### config.mk
export PLATFORM = sky130hd
export DESIGN_NAME = sdl_rx
export DESIGN_NICKNAME = d
export VERILOG_FILES = /design/src/rtl/sdl_rx_pkg.sv /design/src/rtl/sdl_line_sync.sv /design/src/rtl/sdl_bit_sampler.sv /design/src/rtl/sdl_word_shifter.sv /design/src/rtl/sdl_gap_watchdog.sv /design/src/rtl/sdl_rx.sv
export SDC_FILE = /design/constraint.sdc
export NUM_CORES = 1
export LEC_CHECK = 0
export CAP_MARGIN = 10
export CORE_MARGIN = 10
export CORE_UTILIZATION = 40
export CTS_CLUSTER_SIZE = 25
export DETAILED_ROUTE_END_ITERATION = 12
export SLEW_MARGIN = 20
export SYNTH_ARGS = -nofsm -noshare
export SYNTH_HDL_FRONTEND = slang
export SYNTH_SLANG_ARGS = --single-unit
### constraint.sdc
create_clock -name clk -period 5.65 [get_ports clk]
set_clock_uncertainty 0.05 [all_clocks]
set_input_delay 1.13 -clock clk [delete_from_list [all_inputs] [get_ports clk]]
set_output_delay 1.13 -clock clk [all_outputs]
set_load 0.1 [all_outputs]
### src/rtl/sdl_rx_pkg.sv
package sdl_rx_pkg;

  typedef enum logic {
    PH_IDLE = 1'b0,
    PH_WAIT = 1'b1
  } phase_e;

  // Width of a counter that must hold values 0..n
  function automatic int unsigned cnt_bits(input int unsigned n);
    return (n < 2) ? 1 : $clog2(n + 1);
  endfunction

endpackage

### src/rtl/sdl_line_sync.sv
module sdl_line_sync #(
  parameter int unsigned STAGES = 2
) (
  input  logic clk,
  input  logic rst,
  input  logic line_i,
  output logic level_o,
  output logic fall_o
);

  // pipe[STAGES-1] is the synchronized level; pipe[STAGES] is its previous value
  logic [STAGES:0] pipe;

  always_ff @(posedge clk) begin
    if (rst) pipe <= '1;
    else     pipe <= {pipe[STAGES-1:0], line_i};
  end

  assign level_o = pipe[STAGES-1];
  assign fall_o  = pipe[STAGES] & ~pipe[STAGES-1];

endmodule

### src/rtl/sdl_bit_sampler.sv
module sdl_bit_sampler
  import sdl_rx_pkg::*;
#(
  parameter int unsigned SAMPLE_OFS = 10
) (
  input  logic clk,
  input  logic rst,
  input  logic clear_i,
  input  logic fall_i,
  input  logic level_i,
  output logic accept_o,
  output logic busy_o,
  output logic sample_o,
  output logic bit_o
);

  localparam int unsigned CW = cnt_bits(SAMPLE_OFS);

  phase_e        phase;
  logic [CW-1:0] cnt;

  assign accept_o = fall_i && (phase == PH_IDLE);
  assign busy_o   = (phase == PH_WAIT);
  assign sample_o = (phase == PH_WAIT) && (cnt == CW'(SAMPLE_OFS));
  assign bit_o    = level_i;

  always_ff @(posedge clk) begin
    if (rst || clear_i) begin
      phase <= PH_IDLE;
      cnt   <= '0;
    end else if (accept_o) begin
      phase <= PH_WAIT;
      cnt   <= CW'(1);
    end else if (phase == PH_WAIT) begin
      if (sample_o) begin
        phase <= PH_IDLE;
        cnt   <= '0;
      end else begin
        cnt <= cnt + CW'(1);
      end
    end
  end

endmodule

### src/rtl/sdl_word_shifter.sv
module sdl_word_shifter
  import sdl_rx_pkg::*;
#(
  parameter int unsigned WORD_W = 8
) (
  input  logic              clk,
  input  logic              rst,
  input  logic              clear_i,
  input  logic              sample_i,
  input  logic              bit_i,
  output logic [WORD_W-1:0] data_o,
  output logic              valid_o,
  output logic              partial_o
);

  localparam int unsigned BCW = cnt_bits(WORD_W - 1);

  logic [WORD_W-1:0] shreg;
  logic [WORD_W-1:0] shnext;
  logic [BCW-1:0]    bcnt;
  logic              last_bit;

  assign shnext    = {shreg[WORD_W-2:0], bit_i};
  assign last_bit  = (bcnt == BCW'(WORD_W - 1));
  assign partial_o = (bcnt != '0);

  always_ff @(posedge clk) begin
    if (rst) begin
      shreg   <= '0;
      bcnt    <= '0;
      data_o  <= '0;
      valid_o <= 1'b0;
    end else begin
      valid_o <= 1'b0;
      if (clear_i) begin
        shreg <= '0;
        bcnt  <= '0;
      end else if (sample_i) begin
        if (last_bit) begin
          data_o  <= shnext;
          valid_o <= 1'b1;
          shreg   <= '0;
          bcnt    <= '0;
        end else begin
          shreg <= shnext;
          bcnt  <= bcnt + BCW'(1);
        end
      end
    end
  end

endmodule

### src/rtl/sdl_gap_watchdog.sv
module sdl_gap_watchdog
  import sdl_rx_pkg::*;
#(
  parameter int unsigned LIMIT = 512
) (
  input  logic clk,
  input  logic rst,
  input  logic restart_i,
  input  logic active_i,
  output logic expire_o,
  output logic timeout_o
);

  localparam int unsigned CW = cnt_bits(LIMIT - 1);

  logic [CW-1:0] cnt;

  assign expire_o = active_i && !restart_i && (cnt == CW'(LIMIT - 1));

  always_ff @(posedge clk) begin
    if (rst) begin
      cnt       <= '0;
      timeout_o <= 1'b0;
    end else begin
      timeout_o <= expire_o;
      if (restart_i || expire_o || !active_i) cnt <= '0;
      else                                   cnt <= cnt + CW'(1);
    end
  end

endmodule

### src/rtl/sdl_rx.sv
module sdl_rx #(
  parameter int unsigned WORD_W      = 8,
  parameter int unsigned SYNC_STAGES = 2,
  parameter int unsigned SAMPLE_OFS  = 10,
  parameter int unsigned GAP_LIMIT   = 512
) (
  input  logic              clk,
  input  logic              rst,
  input  logic              line_i,
  output logic [WORD_W-1:0] word_data_o,
  output logic              word_valid_o,
  output logic              timeout_o
);

  logic level_s;
  logic fall_s;
  logic accept_s;
  logic busy_s;
  logic sample_s;
  logic bit_s;
  logic partial_s;
  logic expire_s;

  sdl_line_sync #(.STAGES(SYNC_STAGES)) u_sync (
    .clk     (clk),
    .rst     (rst),
    .line_i  (line_i),
    .level_o (level_s),
    .fall_o  (fall_s)
  );

  sdl_bit_sampler #(.SAMPLE_OFS(SAMPLE_OFS)) u_smp (
    .clk      (clk),
    .rst      (rst),
    .clear_i  (expire_s),
    .fall_i   (fall_s),
    .level_i  (level_s),
    .accept_o (accept_s),
    .busy_o   (busy_s),
    .sample_o (sample_s),
    .bit_o    (bit_s)
  );

  sdl_word_shifter #(.WORD_W(WORD_W)) u_shf (
    .clk       (clk),
    .rst       (rst),
    .clear_i   (expire_s),
    .sample_i  (sample_s),
    .bit_i     (bit_s),
    .data_o    (word_data_o),
    .valid_o   (word_valid_o),
    .partial_o (partial_s)
  );

  sdl_gap_watchdog #(.LIMIT(GAP_LIMIT)) u_wdg (
    .clk       (clk),
    .rst       (rst),
    .restart_i (accept_s),
    .active_i  (busy_s | partial_s),
    .expire_o  (expire_s),
    .timeout_o (timeout_o)
  );

endmodule

==> metrics.md, run 1 <==
| Metric | Value |
|---|---|
| Hold Path Class | `flop to flop` |
| Max VDD drop | `between 90 and 100 uV` |
| Unrepaired setup endpoints after global routing | `no` |
| CTS max path bufs | `2` |
| Vias in the first global route | `about 1,200` |
| Number of synthesized flops with an enable pin | `0` |
| Dominant synthesized flop cell | `dfxtp_1` |
| Post_cts resized | `0` |
| Count leader, synth | `dfxtp_1` |
| WP data arrival | `3320 ps` |
| CORE AREA | `3970 um2` |
| Outcome | `finished clean` |
| I/O Buffers | `12` |
| Worst Max-Slew Pin Slew | `984 ps` |
| DP HPWL | `2.14 mm` |
| Io pins | `13` |
| Final wirelength | `between 3 and 4 mm` |
| Max-slew violations | `0` |
| GRT Total Usage | `9.26%` |
| Ratio of cells with drive above 1 in the final layout | `under 10%` |
| Endpoint class of the critical path | `flop` |
| Layout Utilization | `46.6%` |
| Crit path time final | `roughly 3200 ps` |
| Routed Antenna Nets | `0` |
| Warnings, synthesis | `0` |
| Count of final setup violators | `0` |
| R2R Setup Slk | `3290 ps` |
| CTS tree | `built` |
| Post-Syn Nets | `181` |
| Mapped Area | `1630 um2` |
| Largest net degree at the start of global routing | `28` |
| Clk slew on worst S/H paths | `70 ps` |
| Relative slew slack | `34.2%` |
| Post-Syn Area per Cell | `9.53 um2` |
| Layout Nets | `~190` |
| Placer Congestion | `0.665` |
| CP Max Fanout | `27` |
| CTS sink cnt | `37` |
| Sequential area share after synthesis | `about 45%` |
| Area grow syn2layout | `13.5%` |
| Starting density of the core | `between 40% and 50%` |
| Initial antenna violation count | `0` |
| Synth top area share | `45.5%` |
| Post-synthesis register bit count | `37` |
| Top area cells in the synthesized netlist | `dfxtp_1 45%, nand2_1 7.8%, a221oi_1 5.9%, ha_1 5.4%, mux2i_1 4.9%` |
| Synth top cells by count | `37 x dfxtp_1, 34 x nand2_1, 11 x a221oi_1, 9 x clkbuf_1, 9 x nand3b_1` |
| # diodes | `0` |
| H-tree Lvls | `2` |
| Row count | `23` |
| Crit Path Category | `input pin to flop` |
| GR Overflow Total | `0` |
| Die X | `83.8 um` |
| Final worst path period share | `57.4%` |
| CP Launch Type | `input pin` |
| Iter 0 DRT Violations | `64` |
| Final routed DRC violation total | `0` |
| Routed wire length per instance | `14.0 um` |
| Fmax | `0.308 GHz` |
| PD cells | `246 nW/um2` |
| Count of hold-fix buffers inserted at cts | `0` |
| Clock root cell | `clkbuf_8` |
| Worst-Skew Late Latency | `290 ps` |
| Final Hold Viols | `0` |
| CP required | `5720 ps` |
| Die Area | `between 7000 and 8000 um2` |
| Via density | `5.48` |
| First-pass GRT wire length | `5.46 mm` |
| Postcts setup bufs | `0` |
| TritonCTS buffer count | `5` |
| Filler instances | `394` |
| Synth area leader | `dfxtp_1` |
| Via count | `around 1,300` |
| Async S/R FF share, synth | `0%` |
| Setup TNS | `0 ps` |
| Die Height | `83.8 um` |
| DRT Pass-1 Iters | `6` |
| Pleak | `0.591 nW` |
| Max-cap violations | `0` |
| Synth unique cells | `40` |
| Syn Inst Count | `between 150 and 200` |
[worst paths after layout]
kind | startpoint | end | depth (start not counted)
min | u_sync.pipe[0] | u_sync.pipe[1] | 1
max reg2reg | u_wdg.cnt[0] | u_shf.data_o[0] | 7
max | rst | u_smp.cnt[2] | 4
min reg2reg | u_sync.pipe[0] | u_sync.pipe[1] | 1
[sequential cells by signal, indices dropped and copies added (netlist names)]
name	count
u_smp.cnt	4
u_shf.shreg	7
u_shf.valid_o	1
u_wdg.cnt	9
u_shf.bcnt	3
u_sync.pipe	3
u_shf.data_o	8
u_wdg.timeout_o	1
u_smp.busy_o	1
[cells by family (layout without fill, tap and decap cells)]
group	Yosys count	after routing	synth area share [%]
AOI/OAI and AO/OA	27	27	14.1
xor gates and xnor gates	5	5	2.69
adders and majority gates	7	7	5.38
buffers and inverters	18	26	4.38
DFF	37	37	45.5
muxes	8	8	4.92
and+or+nand+nor	69	69	23.1
[routing by layer]
metal  GRT usage (%)  share of wire [%]  vias to the layer above
li1                -                  -                      630
met1            11.7                 48                      593
met2            13.1                 44                       26
met3            4.79                6.7                        7
met4            3.20                1.5                        0
met5               0                  0                        -
[cells in the final DEF (no fill, tap or decap), types with 2 or more instances in the layout]
cell             Yosys  routed
or3_1                2       2
xor2_1               4       4
nor4b_1              2       2
clkdlybuf4s50_1      0      12
dfxtp_1             37      37
or2_2                3       3
ha_1                 7       7
mux2i_1              8       8
a211oi_1             4       4
nand2b_1             2       2
a2111oi_2            2       2
o21ai_0              2       2
clkbuf_8             0       5
inv_1                4       4
nand3_1              2       2
nand3b_1             9       9
a221oi_1            11      11
nor4_1               4       4
nand2_1             34      34
a2111oi_0            2       2
clkinv_2             0       2
[critical path, cell delays in order]
cell             delay, ps
clkdlybuf4s50_1       1110
clkinv_1               690
o211ai_1               290
a211oi_1                80
[power by group]
part	leakage (nW)	internal [mW]	switching [mW]
registers	0.299	0.263	0.00258
clock network	0.0450	0.0854	0.0892
logic	0.247	0.00483	0.0105
total	0.591	0.353	0.102
[stage by stage]
step	instance area [um2]	setup slack (ps)	std cells	total power [mW]	hold WS, ps
after floorplan	1630	3480	171	0.283	339
after global placement	1770	2170	221	0.286	354
after detailed placement	1770	2110	221	0.287	365
after CTS	1850	2410	229	0.464	387
after global routing	1850	2120	229	0.478	413
final	1850	2400	229	0.455	381
[cell type report]
cell class | count | area [um2] | area share, %
timing repair buffer | 13 | 128 | 6.90
sequential | 37 | 741 | 40.1
tap | 50 | 62.6 | 3.38
inverter | 5 | 18.8 | 1.01
clock buffer | 6 | 72.6 | 3.92
multi-input combinational | 116 | 817 | 44.2
clock inverter | 2 | 10.0 | 0.541
No activity file was read; power rests on OpenSTA's default activity.
==> inputs of run 2 (changes only) <==
- clock period: 5.65 -> 2.9 ns (I/O delays scaled with it)
==> metrics.md, run 2 (same netlist as run 1, synthesis figures left out) <==
| Metric | Value |
|---|---|
| Area grow syn2layout | `15.7%` |
| Postcts setup bufs | `0` |
| PD cells | `540 nW/um2` |
| Vias in the first global route | `1,195` |
| First-pass GRT wire length | `around 5.7 mm` |
| Relative slew slack | `47.5%` |
| GR Overflow Total | `0` |
| Fmax | `0.506 GHz` |
| DRT Pass-1 Iters | `4` |
| CTS tree | `built` |
| CP required | `around 3000 ps` |
| Max VDD drop | `285 uV` |
| Via density | `5.47` |
| Crit path time final | `1980 ps` |
| Filler instances | `381` |
| Slowest CP cell | `ha_1` |
| Most common cell after layout, fill and taps aside | `dfxtp_1` |
| Final worst path period share | `68.2%` |
| TritonCTS buffer count | `5` |
| Met2 Track Usage GR | `13.9%` |
| Layout Nets | `about 190` |
| Clock root cell | `clkbuf_8` |
| Most flops, register | `u_wdg.cnt` |
| Outcome | `finished clean` |
| CP Launch Type | `flop` |
| CP Max Fanout | `17` |
| CORE AREA | `between 3000 and 4000 um2` |
| Die Area | `between 7000 and 8000 um2` |
| Routed wire length per instance | `about 14 um` |
| DP HPWL | `2.24 mm` |
| Unrepaired setup endpoints after global routing | `no` |
| WP buf/inv | `1` |
| Final wirelength | `3.31 mm` |
| Max-slew violations | `0` |
| Final Hold Viols | `0` |
| Count of hold-fix buffers inserted at cts | `0` |
| Initial antenna violation count | `0` |
| Starting density of the core | `between 40% and 50%` |
| Largest regs | `u_wdg.cnt x9, u_shf.data_o x8, u_shf.shreg x7` |
| Placer Congestion | `0.697` |
| Pleak | `0.639 nW` |
| Post_cts resized | `0` |
| Tot Pwr | `~1.0 mW` |
| Gr busiest metal | `met2` |
| Worst-Skew Late Latency | `290 ps` |
| Max reg flops | `9` |
| Cell family with most CP delay | `adder cells` |
| Routed Antenna Nets | `0` |
| CTS sink cnt | `37` |
| Worst path max stage delay | `450 ps` |
| M1 GR Usage | `12.5%` |
| Most frequent cells in the layout | `37 x dfxtp_1, 34 x nand2_1, 14 x buf_4` |
| CTS max path bufs | `2` |
| Global Route met3 Usage | `under 10%` |
| # diodes | `0` |
| Clk slew on worst S/H paths | `70 ps` |
| Die X | `83.8 um` |
| Final routed DRC violation total | `0` |
| Most frequent CP cell | `ha_1` |
| Endpoint class of the critical path | `flop` |
| I/O Buffers | `12` |
| Count of final setup violators | `0` |
| Via count | `~1,300` |
| Crit Path Category | `flop to flop` |
| Worst-path cell chain | `ha_1, nand2_1, nor3_1, ha_1, buf_4, a2111oi_0` |
| Max-cap violations | `0` |
| Ratio of cells with drive above 1 in the final layout | `between 15 and 20%` |
| Iter 0 DRT Violations | `97` |
| Setup TNS | `0 ps` |
| Worst Max-Slew Pin Slew | `~790 ps` |
| Io pins | `13` |
| H-tree Lvls | `2` |
| Die Height | `approximately 84 um` |
| Row count | `23` |
| WP data arrival | `about 2100 ps` |
| Hold Path Class | `flop to flop` |
| GRT Total Usage | `9.77%` |
| Largest net degree at the start of global routing | `27` |
-- run 2: cell count changes in the layout (fill, tap and decap cells not counted) --
cell | before | now
bufinv_16 | 0 | 1
clkbuf_8 | 5 | 6
clkdlybuf4s50_1 | 12 | 2
clkbuf_1 | 1 | 0
clkinv_2 | 2 | 0
clkinvlp_4 | 0 | 1
buf_4 | 1 | 14
-- run 2: area by class of cell --
type	count	area (um2)	share of cell area [%]
clock buffers	6	82.6	4.38
clock inverters	2	37.5	1.99
inverters	5	18.8	0.996
multi-input cells	116	817	43.4
flip-flops and latches	37	741	39.3
well taps	50	62.6	3.32
repair buffers	16	125	6.64
-- run 2: path summary, 6_finish.rpt --
check,startpoint,end,slack [ps],cells past startpoint
max reg2reg,u_wdg.cnt[0],u_smp.busy_o,920,6
min reg2reg,u_sync.pipe[0],u_sync.pipe[1],380,1
max,u_wdg.cnt[0],u_smp.busy_o,920,6
min,u_sync.pipe[0],u_sync.pipe[1],380,1
-- run 2: power breakdown --
part	switching [mW]	leakage (nW)	total, mW	internal [mW]
clock network	0.190	0.0574	0.470	0.280
registers	0.00526	0.299	0.517	0.512
logic	0.0201	0.282	0.0304	0.0103
total	0.215	0.639	1.02	0.802
-- run 2: through the flow --
stage | cell area, um2 | worst slack [ps] | std cells | util, % | hold WS, ps
3_5_place_dp | 1760 | 895 | 224 | 44.4 | 361
6_report | 1880 | 924 | 232 | 47.4 | 376
3_3_place_gp | 1760 | 954 | 224 | 44.4 | 358
2_1_floorplan | 1630 | 1090 | 171 | - | 339
4_1_cts | 1880 | 924 | 232 | 47.4 | 382
5_1_grt | 1880 | 781 | 232 | 47.4 | 392
-- run 2: metal layers --
metal,share of wire [%],vias up
met5,0,-
met4,0.81,0
met3,6.6,3
met2,43,26
met1,49,606
li1,-,633
